--- config.mk ---
export PLATFORM = sky130hd
export DESIGN_NAME = tlb_perm_lookup
export DESIGN_NICKNAME = d
export VERILOG_FILES = /design/src/rtl/tlb_pkg.sv /design/src/rtl/tlb_entry_store.sv /design/src/rtl/tlb_entry_eval.sv /design/src/rtl/tlb_scan_ctrl.sv /design/src/rtl/tlb_perm_lookup.sv
export SDC_FILE = /design/constraint.sdc
export NUM_CORES = 1
export LEC_CHECK = 0
export BUFFER_PORTS_ARGS = -buffer_cell sky130_fd_sc_hd__buf_2
export CORE_ASPECT_RATIO = 0.9
export CORE_MARGIN = 2
export CORE_UTILIZATION = 61
export CTS_BUF_LIST = sky130_fd_sc_hd__clkbuf_4 sky130_fd_sc_hd__clkbuf_8 sky130_fd_sc_hd__clkbuf_16
export CTS_CLUSTER_SIZE = 20
export DETAILED_ROUTE_END_ITERATION = 6
export PLACE_DENSITY = 0.8
export SYNTH_ARGS = -nofsm -noshare
export SYNTH_HDL_FRONTEND = slang
export SYNTH_HIERARCHICAL = 1
export SYNTH_SLANG_ARGS = --single-unit
--- constraint.sdc ---
create_clock -name clk -period 13.65 [get_ports clk]
set_input_delay 2.0475 -clock clk [delete_from_list [all_inputs] [get_ports clk]]
set_output_delay 2.0475 -clock clk [all_outputs]
set_load 0.1 [all_outputs]
--- src/rtl/tlb_pkg.sv ---
// Package: shared types for the TLB permission lookup.
// Assumes: status encoding is fixed and visible at the top-level ports.
package tlb_pkg;

    // Lookup result codes
    typedef enum logic [1:0] {
        ST_OK        = 2'd0,
        ST_MISS      = 2'd1,
        ST_DATA_DENY = 2'd2,
        ST_EXEC_DENY = 2'd3
    } lk_status_e;

    // Walk controller states
    typedef enum logic {
        SC_IDLE = 1'b0,
        SC_SCAN = 1'b1
    } scan_state_e;

    // Bit positions inside a permission nibble
    localparam int PB_READ  = 0;
    localparam int PB_WRITE = 1;
    localparam int PB_EXEC  = 2;
    localparam int NIB_W    = 4;
    localparam int PBYTE_W  = 2 * NIB_W;

endpackage

--- src/rtl/tlb_entry_store.sv ---
// Module: tlb_entry_store
// Holds the TLB entries and serves one entry per cycle to the walker.
// Assumes: writes are refused while busy; inv_all beats a same-cycle write;
// out-of-range write indices are dropped.
module tlb_entry_store
    import tlb_pkg::*;
#(
    parameter int N_ENTRIES = 8,
    parameter int IDX_W     = 3,
    parameter int VA_W      = 32,
    parameter int TID_W     = 8
) (
    input  logic               clk,
    input  logic               rst_n,
    input  logic               busy,
    input  logic               wr_en,
    input  logic [IDX_W-1:0]   wr_idx,
    input  logic               wr_valid,
    input  logic [VA_W-1:0]    wr_epn,
    input  logic [VA_W-1:0]    wr_mask,
    input  logic [TID_W-1:0]   wr_tid,
    input  logic [VA_W-1:0]    wr_rpn,
    input  logic               wr_as,
    input  logic [PBYTE_W-1:0] wr_perm,
    input  logic               inv_all,
    input  logic [IDX_W-1:0]   rd_idx,
    output logic               rd_vld,
    output logic [VA_W-1:0]    rd_epn,
    output logic [VA_W-1:0]    rd_mask,
    output logic [TID_W-1:0]   rd_tid,
    output logic [VA_W-1:0]    rd_rpn,
    output logic               rd_as,
    output logic [PBYTE_W-1:0] rd_perm
);

    logic [N_ENTRIES-1:0] vld_q;
    logic [VA_W-1:0]      epn_q  [N_ENTRIES];
    logic [VA_W-1:0]      mask_q [N_ENTRIES];
    logic [TID_W-1:0]     tid_q  [N_ENTRIES];
    logic [VA_W-1:0]      rpn_q  [N_ENTRIES];
    logic                 as_q   [N_ENTRIES];
    logic [PBYTE_W-1:0]   perm_q [N_ENTRIES];
    logic                 wr_go;

    // Accept a write only when idle and the index exists
    assign wr_go = wr_en && !busy && (int'(wr_idx) < N_ENTRIES);

    // Valid bits: reset and invalidate-all clear, accepted writes set
    always_ff @(posedge clk) begin
        if (!rst_n) begin
            vld_q <= '0;
        end else begin
            for (int i = 0; i < N_ENTRIES; i++) begin
                if (inv_all) begin
                    vld_q[i] <= 1'b0;
                end else if (wr_go && (int'(wr_idx) == i)) begin
                    vld_q[i] <= wr_valid;
                end
            end
        end
    end

    // Entry payload: written on an accepted write, never reset
    always_ff @(posedge clk) begin
        if (wr_go) begin
            epn_q[wr_idx]  <= wr_epn;
            mask_q[wr_idx] <= wr_mask;
            tid_q[wr_idx]  <= wr_tid;
            rpn_q[wr_idx]  <= wr_rpn;
            as_q[wr_idx]   <= wr_as;
            perm_q[wr_idx] <= wr_perm;
        end
    end

    // Read port: the entry currently under examination
    always_comb begin
        rd_vld  = vld_q[rd_idx];
        rd_epn  = epn_q[rd_idx];
        rd_mask = mask_q[rd_idx];
        rd_tid  = tid_q[rd_idx];
        rd_rpn  = rpn_q[rd_idx];
        rd_as   = as_q[rd_idx];
        rd_perm = perm_q[rd_idx];
    end

    // Invalidate-all leaves no valid entry behind
    assert_inv_clears_R11: assert property (@(posedge clk) disable iff (!rst_n)
        inv_all |=> (vld_q == '0));

    // A write during a walk changes no entry
    for (genvar g = 0; g < N_ENTRIES; g++) begin : g_wr_guard
        assert_write_refused_R10: assert property (@(posedge clk) disable iff (!rst_n)
            (wr_en && busy && !inv_all) |=>
                ($stable(vld_q[g]) && $stable(epn_q[g]) && $stable(rpn_q[g]) &&
                 $stable(perm_q[g]) && $stable(mask_q[g])));
    end

endmodule

--- src/rtl/tlb_entry_eval.sv ---
// Module: tlb_entry_eval
// Judges one entry against the latched request: address/tag match,
// address-space test, privilege nibble choice and permission grant.
// Assumes: purely combinational; the caller sequences the entries.
module tlb_entry_eval
    import tlb_pkg::*;
#(
    parameter int VA_W  = 32,
    parameter int TID_W = 8
) (
    input  logic               e_vld,
    input  logic [VA_W-1:0]    e_epn,
    input  logic [VA_W-1:0]    e_mask,
    input  logic [TID_W-1:0]   e_tid,
    input  logic [VA_W-1:0]    e_rpn,
    input  logic               e_as,
    input  logic [PBYTE_W-1:0] e_perm,
    input  logic [VA_W-1:0]    q_vaddr,
    input  logic [TID_W-1:0]   q_pid,
    input  logic               q_user,
    input  logic               q_fetch,
    input  logic               q_write,
    input  logic               q_fetch_as,
    input  logic               q_data_as,
    output logic               ev_space_ok,
    output logic               ev_grant,
    output logic [NIB_W-1:0]   ev_nib,
    output logic [VA_W-1:0]    ev_raddr
);

    logic addr_hit;
    logic tag_hit;
    logic want_as;
    int   need_bit;

    // Address and tag match
    always_comb begin
        addr_hit = (((q_vaddr ^ e_epn) & ~e_mask) == '0);
        tag_hit  = (e_tid == '0) || (e_tid == q_pid);
    end

    // Address-space test against the selector of this access kind
    always_comb begin
        want_as     = q_fetch ? q_fetch_as : q_data_as;
        ev_space_ok = e_vld && addr_hit && tag_hit && (e_as == want_as);
    end

    // Privilege nibble and the permission bit this access needs
    always_comb begin
        ev_nib = q_user ? e_perm[NIB_W-1:0] : e_perm[PBYTE_W-1:NIB_W];
        if (q_fetch) begin
            need_bit = PB_EXEC;
        end else if (q_write) begin
            need_bit = PB_WRITE;
        end else begin
            need_bit = PB_READ;
        end
        ev_grant = ev_space_ok && ev_nib[need_bit];
    end

    // Real address: page base above the mask, request offset below it
    assign ev_raddr = (e_rpn & ~e_mask) | (q_vaddr & e_mask);

endmodule

--- src/rtl/tlb_scan_ctrl.sv ---
// Module: tlb_scan_ctrl
// Walks entries 0..N-1, one per clock, keeps the pending fault and the last
// space-passing nibble, and publishes the result with a one-cycle done.
// Assumes: request inputs matter only in the cycle a start is accepted.
module tlb_scan_ctrl
    import tlb_pkg::*;
#(
    parameter int N_ENTRIES = 8,
    parameter int IDX_W     = 3,
    parameter int VA_W      = 32,
    parameter int TID_W     = 8
) (
    input  logic             clk,
    input  logic             rst_n,
    input  logic             start,
    input  logic [VA_W-1:0]  in_vaddr,
    input  logic             in_fetch,
    input  logic             in_write,
    input  logic [TID_W-1:0] in_pid,
    input  logic             in_user,
    input  logic             in_fetch_as,
    input  logic             in_data_as,
    input  logic             ev_space_ok,
    input  logic             ev_grant,
    input  logic [NIB_W-1:0] ev_nib,
    input  logic [VA_W-1:0]  ev_raddr,
    output logic [IDX_W-1:0] rd_idx,
    output logic [VA_W-1:0]  q_vaddr,
    output logic             q_fetch,
    output logic             q_write,
    output logic [TID_W-1:0] q_pid,
    output logic             q_user,
    output logic             q_fetch_as,
    output logic             q_data_as,
    output logic             busy,
    output logic             done,
    output lk_status_e       status,
    output logic [VA_W-1:0]  raddr,
    output logic [NIB_W-1:0] perm
);

    localparam logic [IDX_W-1:0] LAST_IDX = IDX_W'(N_ENTRIES - 1);

    scan_state_e      state_q;
    logic [IDX_W-1:0] idx_q;
    lk_status_e       pend_status_q;
    logic [NIB_W-1:0] pend_perm_q;
    lk_status_e       deny_kind;

    assign busy   = (state_q == SC_SCAN);
    assign rd_idx = idx_q;

    // Fault kind a space-passing but denying entry would record
    assign deny_kind = q_fetch ? ST_EXEC_DENY : ST_DATA_DENY;

    // Request latch: capture the request only on an accepted start
    always_ff @(posedge clk) begin
        if (!rst_n) begin
            q_vaddr    <= '0;
            q_fetch    <= 1'b0;
            q_write    <= 1'b0;
            q_pid      <= '0;
            q_user     <= 1'b0;
            q_fetch_as <= 1'b0;
            q_data_as  <= 1'b0;
        end else if (state_q == SC_IDLE && start) begin
            q_vaddr    <= in_vaddr;
            q_fetch    <= in_fetch;
            q_write    <= in_write;
            q_pid      <= in_pid;
            q_user     <= in_user;
            q_fetch_as <= in_fetch_as;
            q_data_as  <= in_data_as;
        end
    end

    // Walk sequencer: state, entry index and done strobe
    always_ff @(posedge clk) begin
        if (!rst_n) begin
            state_q <= SC_IDLE;
            idx_q   <= '0;
            done    <= 1'b0;
        end else begin
            done <= 1'b0;
            case (state_q)
                SC_IDLE: begin
                    if (start) begin
                        state_q <= SC_SCAN;
                        idx_q   <= '0;
                    end
                end
                SC_SCAN: begin
                    if (ev_grant || idx_q == LAST_IDX) begin
                        state_q <= SC_IDLE;
                        done    <= 1'b1;
                    end else begin
                        idx_q <= idx_q + 1'b1;
                    end
                end
                default: state_q <= SC_IDLE;
            endcase
        end
    end

    // Pending fault and nibble, rebuilt during each walk
    always_ff @(posedge clk) begin
        if (!rst_n) begin
            pend_status_q <= ST_MISS;
            pend_perm_q   <= '0;
        end else if (state_q == SC_IDLE) begin
            if (start) begin
                pend_status_q <= ST_MISS;
                pend_perm_q   <= '0;
            end
        end else if (ev_space_ok) begin
            pend_perm_q <= ev_nib;
            if (!ev_grant) begin
                pend_status_q <= deny_kind;
            end
        end
    end

    // Published result: updated only at the end of a walk
    always_ff @(posedge clk) begin
        if (!rst_n) begin
            status <= ST_MISS;
            raddr  <= '0;
            perm   <= '0;
        end else if (state_q == SC_SCAN) begin
            if (ev_grant) begin
                status <= ST_OK;
                raddr  <= ev_raddr;
                perm   <= ev_nib;
            end else if (idx_q == LAST_IDX) begin
                status <= ev_space_ok ? deny_kind : pend_status_q;
                raddr  <= '0;
                perm   <= ev_space_ok ? ev_nib : pend_perm_q;
            end
        end
    end

    // Done lasts one cycle
    assert_done_pulse_R9: assert property (@(posedge clk) disable iff (!rst_n)
        done |=> !done);

    // An accepted start makes the block busy
    assert_start_busy_R9: assert property (@(posedge clk) disable iff (!rst_n)
        (start && !busy) |=> busy);

    // A granted fetch reports a nibble with execute set
    assert_fetch_grant_R6: assert property (@(posedge clk) disable iff (!rst_n)
        (done && status == ST_OK && q_fetch) |-> perm[PB_EXEC]);

    // A granted data access reports the bit it needed
    assert_data_grant_R7: assert property (@(posedge clk) disable iff (!rst_n)
        (done && status == ST_OK && !q_fetch) |->
            (q_write ? perm[PB_WRITE] : perm[PB_READ]));

    // A failed lookup drives no real address
    assert_fail_raddr_R8: assert property (@(posedge clk) disable iff (!rst_n)
        (done && status != ST_OK) |-> (raddr == '0));

    // A plain miss saw no space-passing entry, so the nibble is zero
    assert_miss_perm_R2: assert property (@(posedge clk) disable iff (!rst_n)
        (done && status == ST_MISS) |-> (perm == '0));

endmodule

--- src/rtl/tlb_perm_lookup.sv ---
// Module: tlb_perm_lookup (top)
// Fully associative TLB with a sequential permission-checking walk.
// Connects the entry store, the single-entry evaluator and the walker.
// Assumes: synchronous active-low reset; N_ENTRIES >= 2.
module tlb_perm_lookup
    import tlb_pkg::*;
#(
    parameter int N_ENTRIES = 8,
    parameter int VA_W      = 32,
    parameter int TID_W     = 8,
    parameter int IDX_W     = (N_ENTRIES > 1) ? $clog2(N_ENTRIES) : 1
) (
    input  logic             clk,
    input  logic             rst_n,
    input  logic             lk_start,
    input  logic [VA_W-1:0]  lk_vaddr,
    input  logic             lk_fetch,
    input  logic             lk_write,
    input  logic [TID_W-1:0] lk_pid,
    input  logic             lk_user,
    input  logic             lk_fetch_as,
    input  logic             lk_data_as,
    input  logic             wr_en,
    input  logic [IDX_W-1:0] wr_idx,
    input  logic             wr_valid,
    input  logic [VA_W-1:0]  wr_epn,
    input  logic [VA_W-1:0]  wr_mask,
    input  logic [TID_W-1:0] wr_tid,
    input  logic [VA_W-1:0]  wr_rpn,
    input  logic             wr_as,
    input  logic [7:0]       wr_perm,
    input  logic             inv_all,
    output logic             lk_busy,
    output logic             lk_done,
    output logic [1:0]       lk_status,
    output logic [VA_W-1:0]  lk_raddr,
    output logic [3:0]       lk_perm
);

    logic [IDX_W-1:0]   rd_idx;
    logic               rd_vld;
    logic [VA_W-1:0]    rd_epn;
    logic [VA_W-1:0]    rd_mask;
    logic [TID_W-1:0]   rd_tid;
    logic [VA_W-1:0]    rd_rpn;
    logic               rd_as;
    logic [PBYTE_W-1:0] rd_perm;

    logic [VA_W-1:0]    q_vaddr;
    logic               q_fetch;
    logic               q_write;
    logic [TID_W-1:0]   q_pid;
    logic               q_user;
    logic               q_fetch_as;
    logic               q_data_as;

    logic               ev_space_ok;
    logic               ev_grant;
    logic [NIB_W-1:0]   ev_nib;
    logic [VA_W-1:0]    ev_raddr;
    lk_status_e         status;

    assign lk_status = status;

    // Entry storage with write and invalidate ports
    tlb_entry_store #(
        .N_ENTRIES (N_ENTRIES),
        .IDX_W     (IDX_W),
        .VA_W      (VA_W),
        .TID_W     (TID_W)
    ) u_store (
        .clk      (clk),
        .rst_n    (rst_n),
        .busy     (lk_busy),
        .wr_en    (wr_en),
        .wr_idx   (wr_idx),
        .wr_valid (wr_valid),
        .wr_epn   (wr_epn),
        .wr_mask  (wr_mask),
        .wr_tid   (wr_tid),
        .wr_rpn   (wr_rpn),
        .wr_as    (wr_as),
        .wr_perm  (wr_perm),
        .inv_all  (inv_all),
        .rd_idx   (rd_idx),
        .rd_vld   (rd_vld),
        .rd_epn   (rd_epn),
        .rd_mask  (rd_mask),
        .rd_tid   (rd_tid),
        .rd_rpn   (rd_rpn),
        .rd_as    (rd_as),
        .rd_perm  (rd_perm)
    );

    // Judgement of the entry under examination
    tlb_entry_eval #(
        .VA_W  (VA_W),
        .TID_W (TID_W)
    ) u_eval (
        .e_vld       (rd_vld),
        .e_epn       (rd_epn),
        .e_mask      (rd_mask),
        .e_tid       (rd_tid),
        .e_rpn       (rd_rpn),
        .e_as        (rd_as),
        .e_perm      (rd_perm),
        .q_vaddr     (q_vaddr),
        .q_pid       (q_pid),
        .q_user      (q_user),
        .q_fetch     (q_fetch),
        .q_write     (q_write),
        .q_fetch_as  (q_fetch_as),
        .q_data_as   (q_data_as),
        .ev_space_ok (ev_space_ok),
        .ev_grant    (ev_grant),
        .ev_nib      (ev_nib),
        .ev_raddr    (ev_raddr)
    );

    // Walk controller and result registers
    tlb_scan_ctrl #(
        .N_ENTRIES (N_ENTRIES),
        .IDX_W     (IDX_W),
        .VA_W      (VA_W),
        .TID_W     (TID_W)
    ) u_ctrl (
        .clk         (clk),
        .rst_n       (rst_n),
        .start       (lk_start),
        .in_vaddr    (lk_vaddr),
        .in_fetch    (lk_fetch),
        .in_write    (lk_write),
        .in_pid      (lk_pid),
        .in_user     (lk_user),
        .in_fetch_as (lk_fetch_as),
        .in_data_as  (lk_data_as),
        .ev_space_ok (ev_space_ok),
        .ev_grant    (ev_grant),
        .ev_nib      (ev_nib),
        .ev_raddr    (ev_raddr),
        .rd_idx      (rd_idx),
        .q_vaddr     (q_vaddr),
        .q_fetch     (q_fetch),
        .q_write     (q_write),
        .q_pid       (q_pid),
        .q_user      (q_user),
        .q_fetch_as  (q_fetch_as),
        .q_data_as   (q_data_as),
        .busy        (lk_busy),
        .done        (lk_done),
        .status      (status),
        .raddr       (lk_raddr),
        .perm        (lk_perm)
    );

endmodule

Yosys cells after proc, flatten, opt, wreduce, memory -nomap -nowiden
Memory sizes are Yosys's and may differ from the RTL's. A register that Yosys moved wholly into a read port is not among the register bits. Cells that the tools add are included.

Reduce and logical (&&, ||, !) cells: 27. Order comparisons: 2. Muxes and demuxes: 45. Bitwise operators: 8. Add/sub/neg operators: 1. Equal/unequal tests: 14.

Operators by type and width (count): $and A32 B32 Y32 (3); $mux W32 (3); $mux W3 (14); $logic_not A32 Y1 (1); $lt A32 B4 Y1 const B (1); $not A32 Y32 (1); $or A32 B32 Y32 (1); $xor A32 B32 Y32 (1); $mux W4 (6); $eq A3 B3 Y1 const B (5); $logic_and A1 B1 Y1 (14); $mux W2 (7); $mux W1 (11); $eq A8 B8 Y1 (1); $logic_not A8 Y1 (1); $eq A3 B2 Y1 const B (2); $ne A2 B2 Y1 const B (3); $pmux W3 S2 (1); $reduce_and A2 Y1 (3); $lt A3 B4 Y1 const B (1); $reduce_bool A2 Y1 (2); $add A3 B1 Y3 const B (1); $bmux W1 S3 (1); $eq A3 B1 Y1 const B (1); other kinds (10) (12).

Memory bits (writable): 904. Memories kept: 6. Flip-flop bits (word level): 102.

Memory list: u_store.epn_q (depth 8, width 32, read ports 1, clocked after memory_dff 1, wr ports 1, RTL line tlb_entry_store.sv:37) `logic [VA_W-1:0] epn_q [N_ENTRIES];`; u_store.mask_q (depth 8, width 32, read ports 1, clocked after memory_dff 1, wr ports 1, RTL line tlb_entry_store.sv:38) `logic [VA_W-1:0] mask_q [N_ENTRIES];`; u_store.rpn_q (depth 8, width 32, read ports 1, clocked after memory_dff 1, wr ports 1, RTL line tlb_entry_store.sv:40) `logic [VA_W-1:0] rpn_q [N_ENTRIES];`; u_store.perm_q (depth 8, width 8, read ports 1, clocked after memory_dff 1, wr ports 1, RTL line tlb_entry_store.sv:42) `logic [PBYTE_W-1:0] perm_q [N_ENTRIES];`; u_store.tid_q (depth 8, width 8, read ports 1, clocked after memory_dff 1, wr ports 1, RTL line tlb_entry_store.sv:39) `logic [TID_W-1:0] tid_q [N_ENTRIES];`; u_store.as_q (depth 8, width 1, read ports 1, clocked after memory_dff 1, wr ports 1, RTL line tlb_entry_store.sv:41) `logic as_q [N_ENTRIES];`.

Logic depth before layout (Yosys ltp)
Depth after elaboration: 12. Depth in mapped cells: 15. Mapped depth without buffers: 10.

Cells and area by module
The synthesis kept the hierarchy.

By module, submodules not included: tlb_entry_store (cells each 1350, sequential area each 27306.2 um^2, area each 34892.2 um^2, instances 1); tlb_scan_ctrl (cells each 390, sequential area each 1881.8 um^2, area each 3377.0 um^2, instances 1); tlb_entry_eval (cells each 110, sequential area each 0.0 um^2, area each 988.4 um^2, instances 1).

Worst setup path before layout
OpenSTA, ideal clock, no wires.

Path kind: in2reg. Start: input wr_idx[0]. End: register u_store.vld_q[0]. Cell stages on the path: 3. Buffers on the path: 0. Arrival time: 10.641 ns. Setup slack: 2.560 ns. Required time: 13.201 ns. Cells stage by stage: or3b_2 nor3_1 mux2i_1.

Longest elaborated chain between the ends: 2.

Ends and longest elaborated chain: from (decl) (RTL line tlb_perm_lookup.sv:24) `input logic [IDX_W-1:0] wr_idx,`; $logic_not A3 Y1 (RTL line tlb_entry_store.sv:56) `end else if (wr_go && (int'(wr_idx) == i)) begin`; $logic_and A1 B1 Y1 (RTL line tlb_entry_store.sv:56); to (signal, indexed assignment) (RTL line tlb_entry_store.sv:57) `vld_q[i] <= wr_valid;`; to (decl) (RTL line tlb_entry_store.sv:36) `logic [N_ENTRIES-1:0] vld_q;`.

No other way between the ends. A chain may end at the register's enable or synchronous reset.

Final worst setup path
Start: register u_ctrl.idx_q[0] (netlist: u_ctrl/rd_idx[0]). End: register u_ctrl.raddr[28].

Longest elaborated chain between the ends: 8. Elaborated cells on any way between the ends: 10. Those cells by class: eq/ne (1); mux (3); reduce/logical (6).

Ends and longest elaborated chain: from (decl) (RTL line tlb_scan_ctrl.sv:45) `logic [IDX_W-1:0] idx_q;`; from (signal assigned) (RTL line tlb_scan_ctrl.sv:97) `idx_q <= idx_q + 1'b1;`; $bmux W1 S3 (*) (RTL line tlb_entry_store.sv:77) `rd_vld = vld_q[rd_idx];`; $mux W1 (implied by the code) (*) (RTL line tlb_entry_store.sv:77); $logic_and A1 B1 Y1 (*) (3 in series) (RTL line tlb_entry_eval.sv:45) `ev_space_ok = e_vld && addr_hit && tag_hit && (e_as == want_as);`; $logic_and A1 B1 Y1 (*) (RTL line tlb_entry_eval.sv:58) `ev_grant = ev_space_ok && ev_nib[need_bit];`; via ev_grant (RTL line tlb_perm_lookup.sv:58) `logic ev_grant;`; $reduce_bool A2 Y1 (no line); $reduce_and A2 Y1 (no line); to (signal assigned) (RTL line tlb_scan_ctrl.sv:132) `raddr <= ev_raddr;`; to (decl) (RTL line tlb_scan_ctrl.sv:38) `output logic [VA_W-1:0] raddr,`.

Mark *: on every way through the listed nets, which the timed path passes. The rest lies on a longest branch. The select of a mux whose other input is x is not followed.

==> run_results.csv <==
group,metric,value,unit
synthesis,synth_top_area_share,69.1,%
floorplanning,start_util,61.5,%
layout,n_fill_cell,3811,
clocking,clk_pin_slew,0.06,ns
power,p_per_area,144,nW/µm²
placed_design,io_buffers,206,
layout,syn2layout_area_growth,12.4,%
synthesis,synthTopCellsByArea,"edfxtp_1, mux4_1, mux4_2, dfxtp_1, mux2_2",
power,power,6.37,mW
job,maxCapViolCount,0,
power,ir_drop,0.000111,V
setup_path,cp_common_cell,"buf_4",
setup_path,path_class,"reg2reg",
synthesis,synth_fp_nets,2019,
setup_path,endpoint_kind,"flop",
placed_design,place_congestion,0.792,
status,outcome,"finished clean",
sta,clock_skew,0.0336,ns
clocking,cts_buffers,96,
sta,rsz0062_at_grt,"no",
setup_path,path_buf_inv,2,
synthesis,yosys.area.top_type,"edfxtp_1",
setup_path,ff2ff_path_depth,12,
synthesis,synth_seq_cells,1006,
clocking,clock_sinks,1006,
setup_path,cp.depth,12,
clocking,cts_setup_buffers,0,
route,first_pass_iters,7,
clocking,cts.path.max_buffers,3,
synthesis,ys_types,42,
synthesis,synthCells,1850,
floorplanning,pin_count,207,
setup_path,cp_cell_sequence,"buf_4 > buf_4 > mux4_1 > mux2_2 > xnor2_1 > o22ai_1 > nor4_1 > nand2_1 > nor4_2 > o21ai_4 > a22oi_1 > nor2_1",
synthesis,syn_avg_cell_area,21.2,µm²
synthesis,yosys_warnings,6,
synthesis,synth-main-ff-cell,"edfxtp_1",
floorplanning,die_w,271,µm
route,vias_per_cell,6.36,
sta,period_minus_slack,6.14,ns
route,vias,19234,
setup_path,cp_data_arrival_time,6.63,ns
setup_path,worstSetupStartpointType,"flop",
setup_path,critical-path-top-delay-family,"simple AND/OR/NAND/NOR gates",
clocking,clkLatencyLatePin,0.65,ns
sta,fin_tns_setup,0,ns
setup_path,cp_slowest_cell,"nor4_2",
route,wl_per_cell,28.9,µm
sta,max_freq,163,MHz
layout,fin_nets,2254,
sta,setup_viol,0,
global_routing,track_usage,26.5,%
synthesis,synth_commonest_cells,"edfxtp_1, mux2_2, mux4_1",
global_routing,grt_max_degree,151,
hold_path,min_path_cells,2,
hold_path,hold_path_class,"reg2reg",
layout,drive_gt1_share,31.3,%
floorplanning,std_cell_rows,88,
route,drc_errors,0,
floorplanning,die_y,245,µm
route,drt_wl_total,87300,µm
clocking,cts_tree,"done",
clocking,cts-hold-fix-buffers,0,
sta,worst_slew_pin_slew,1.32,ns
sta,finalCritPeriodShare,45.0,%
synthesis,async_reset_ff_share,0,%
clocking,cts-resized-gates,0,
sta,final-hold-violation-count,0,
floorplanning,core,63900,µm²
route,ant_nets,0,
synthesis,yosysSeqAreaShare,74.3,%
global_routing,grt_pass1_vias,19145,
clocking,cts_root_buf,"clkbuf_16",
setup_path,slowest_delay,0.91,ns
global_routing,grt-ovfl-total,0,
route,drtIter0Drc,2146,
sta,finalMaxSlewViolations,0,
clocking,cts-htree-levels,3,
synthesis,synthesis.area,39300,µm²
setup_path,critPathMaxFanout,49,
global_routing,grt_pass1_wl,127000,µm
floorplanning,dieArea,66400,µm²
placed_design,dp_hpwl,50500,µm
sta,max_slew_margin,11.4,%
synthesis,synth_edf_count,904,
synthesis,yosysMostFrequentCell,"edfxtp_1",
global_routing,antenna_found_initial,21,
power,p_leak,14.3,nW
setup_path,worstPathRequired,14.14,ns
## path summary, 6_finish.rpt
check | startpoint | end | slack, ns
worst min register to register | u_ctrl/q_fetch_as$_SDFFE_PN0P_ | u_ctrl/q_fetch_as$_SDFFE_PN0P_ | 0.46
worst max-delay path | u_ctrl/rd_idx[0]$_SDFFE_PN0P_ | u_ctrl/raddr[28]$_SDFFE_PN0P_ | 7.51
worst max register to register | u_ctrl/rd_idx[0]$_SDFFE_PN0P_ | u_ctrl/raddr[28]$_SDFFE_PN0P_ | 7.51
worst min-delay path | u_ctrl/q_fetch_as$_SDFFE_PN0P_ | u_ctrl/q_fetch_as$_SDFFE_PN0P_ | 0.46
## cell families after synthesis
| family | Yosys count | share of synthesized area, % |
|---|---|---|
| XOR/XNOR | 41 | 0.915 |
| multiplexers | 394 | 18.9 |
| AND/OR/NAND/NOR | 191 | 2.09 |
| flip-flops | 1006 | 74.3 |
| AO/OA/AOI/OAI | 117 | 1.84 |
| buffers and inverters | 99 | 1.81 |
| adder cells (fa/ha/maj) | 2 | 0.0637 |
## placed cells by master (no fill, tap or decap), drive strengths merged, types with 32 or more instances in the layout
master  Yosys  layout
clkbuf     36     131
edfxtp    904     904
mux4      228     228
nand2     106     106
a22oi      33      33
clkinv      0      33
buf        61     234
nor2       48      48
dfxtp     102     102
mux2      155     155
a21oi      56      56
xnor2      32      32
## area by class of cell
| cell class | instances | area [µm²] | share of cell area, % |
|---|---|---|---|
| Antenna cell | 9 | 22.5 | 0.0510 |
| Timing Repair Buffer | 234 | 1290 | 2.93 |
| Multi-Input combinational cell | 745 | 9420 | 21.3 |
| Sequential cell | 1006 | 29200 | 66.1 |
| Tap cell | 855 | 1070 | 2.42 |
| Inverter | 2 | 8.76 | 0.0198 |
| Clock inverter | 44 | 370 | 0.839 |
| Clock buffer | 131 | 2760 | 6.24 |
## metal layers
metal | wire length, µm | global-route usage [%]
met1 | 33600 | 36.3
met2 | 41700 | 41.4
met3 | 9180 | 8.17
met4 | 2700 | 8.58
met5 | 112 | 0
## registers in the layout, indices dropped and copies added (netlist names), 4 cells and up
name / cells
u_store/epn_q: 256
u_store/mask_q: 256
u_store/rpn_q: 256
u_store/perm_q: 64
u_store/tid_q: 64
u_ctrl/q_vaddr: 32
u_ctrl/raddr: 32
u_ctrl/q_pid: 8
u_store/as_q: 8
u_store/vld_q: 8
u_ctrl/pend_perm_q: 4
u_ctrl/perm: 4
## worst reg2reg max path, cell delays in order (launching register included)
cell     delay, ns
dfxtp_4       0.71
buf_4         0.74
buf_4         0.80
mux4_1        0.75
mux2_2        0.31
xnor2_1       0.16
o22ai_1       0.10
nor4_1        0.35
nand2_1       0.16
nor4_2        0.91
o21ai_4       0.55
a22oi_1       0.38
nor2_1        0.08
## power breakdown
group	switching, mW	internal (mW)
clock	1.10	1.51
combinational	0.186	0.137
sequential	0.0269	3.41
## through the flow
stage / std cells / setup WS (ns) / instance area (µm²) / util, % / hold WS [ns]
3_3_place_gp: 2842 / 7.79 / 41000 / 64.2 / 0.441
6_report: 3026 / 7.51 / 44100 / 69.1 / 0.464
3_5_place_dp: 2842 / 7.56 / 41000 / 64.2 / 0.456
4_1_cts: 3017 / 7.50 / 44100 / 69.1 / 0.465
2_1_floorplan: 1850 / 2.56 / 39300 / - / 0.432
5_1_grt: 3021 / 7.12 / 44100 / 69.1 / 0.479
(Power assumes the default switching activity.)
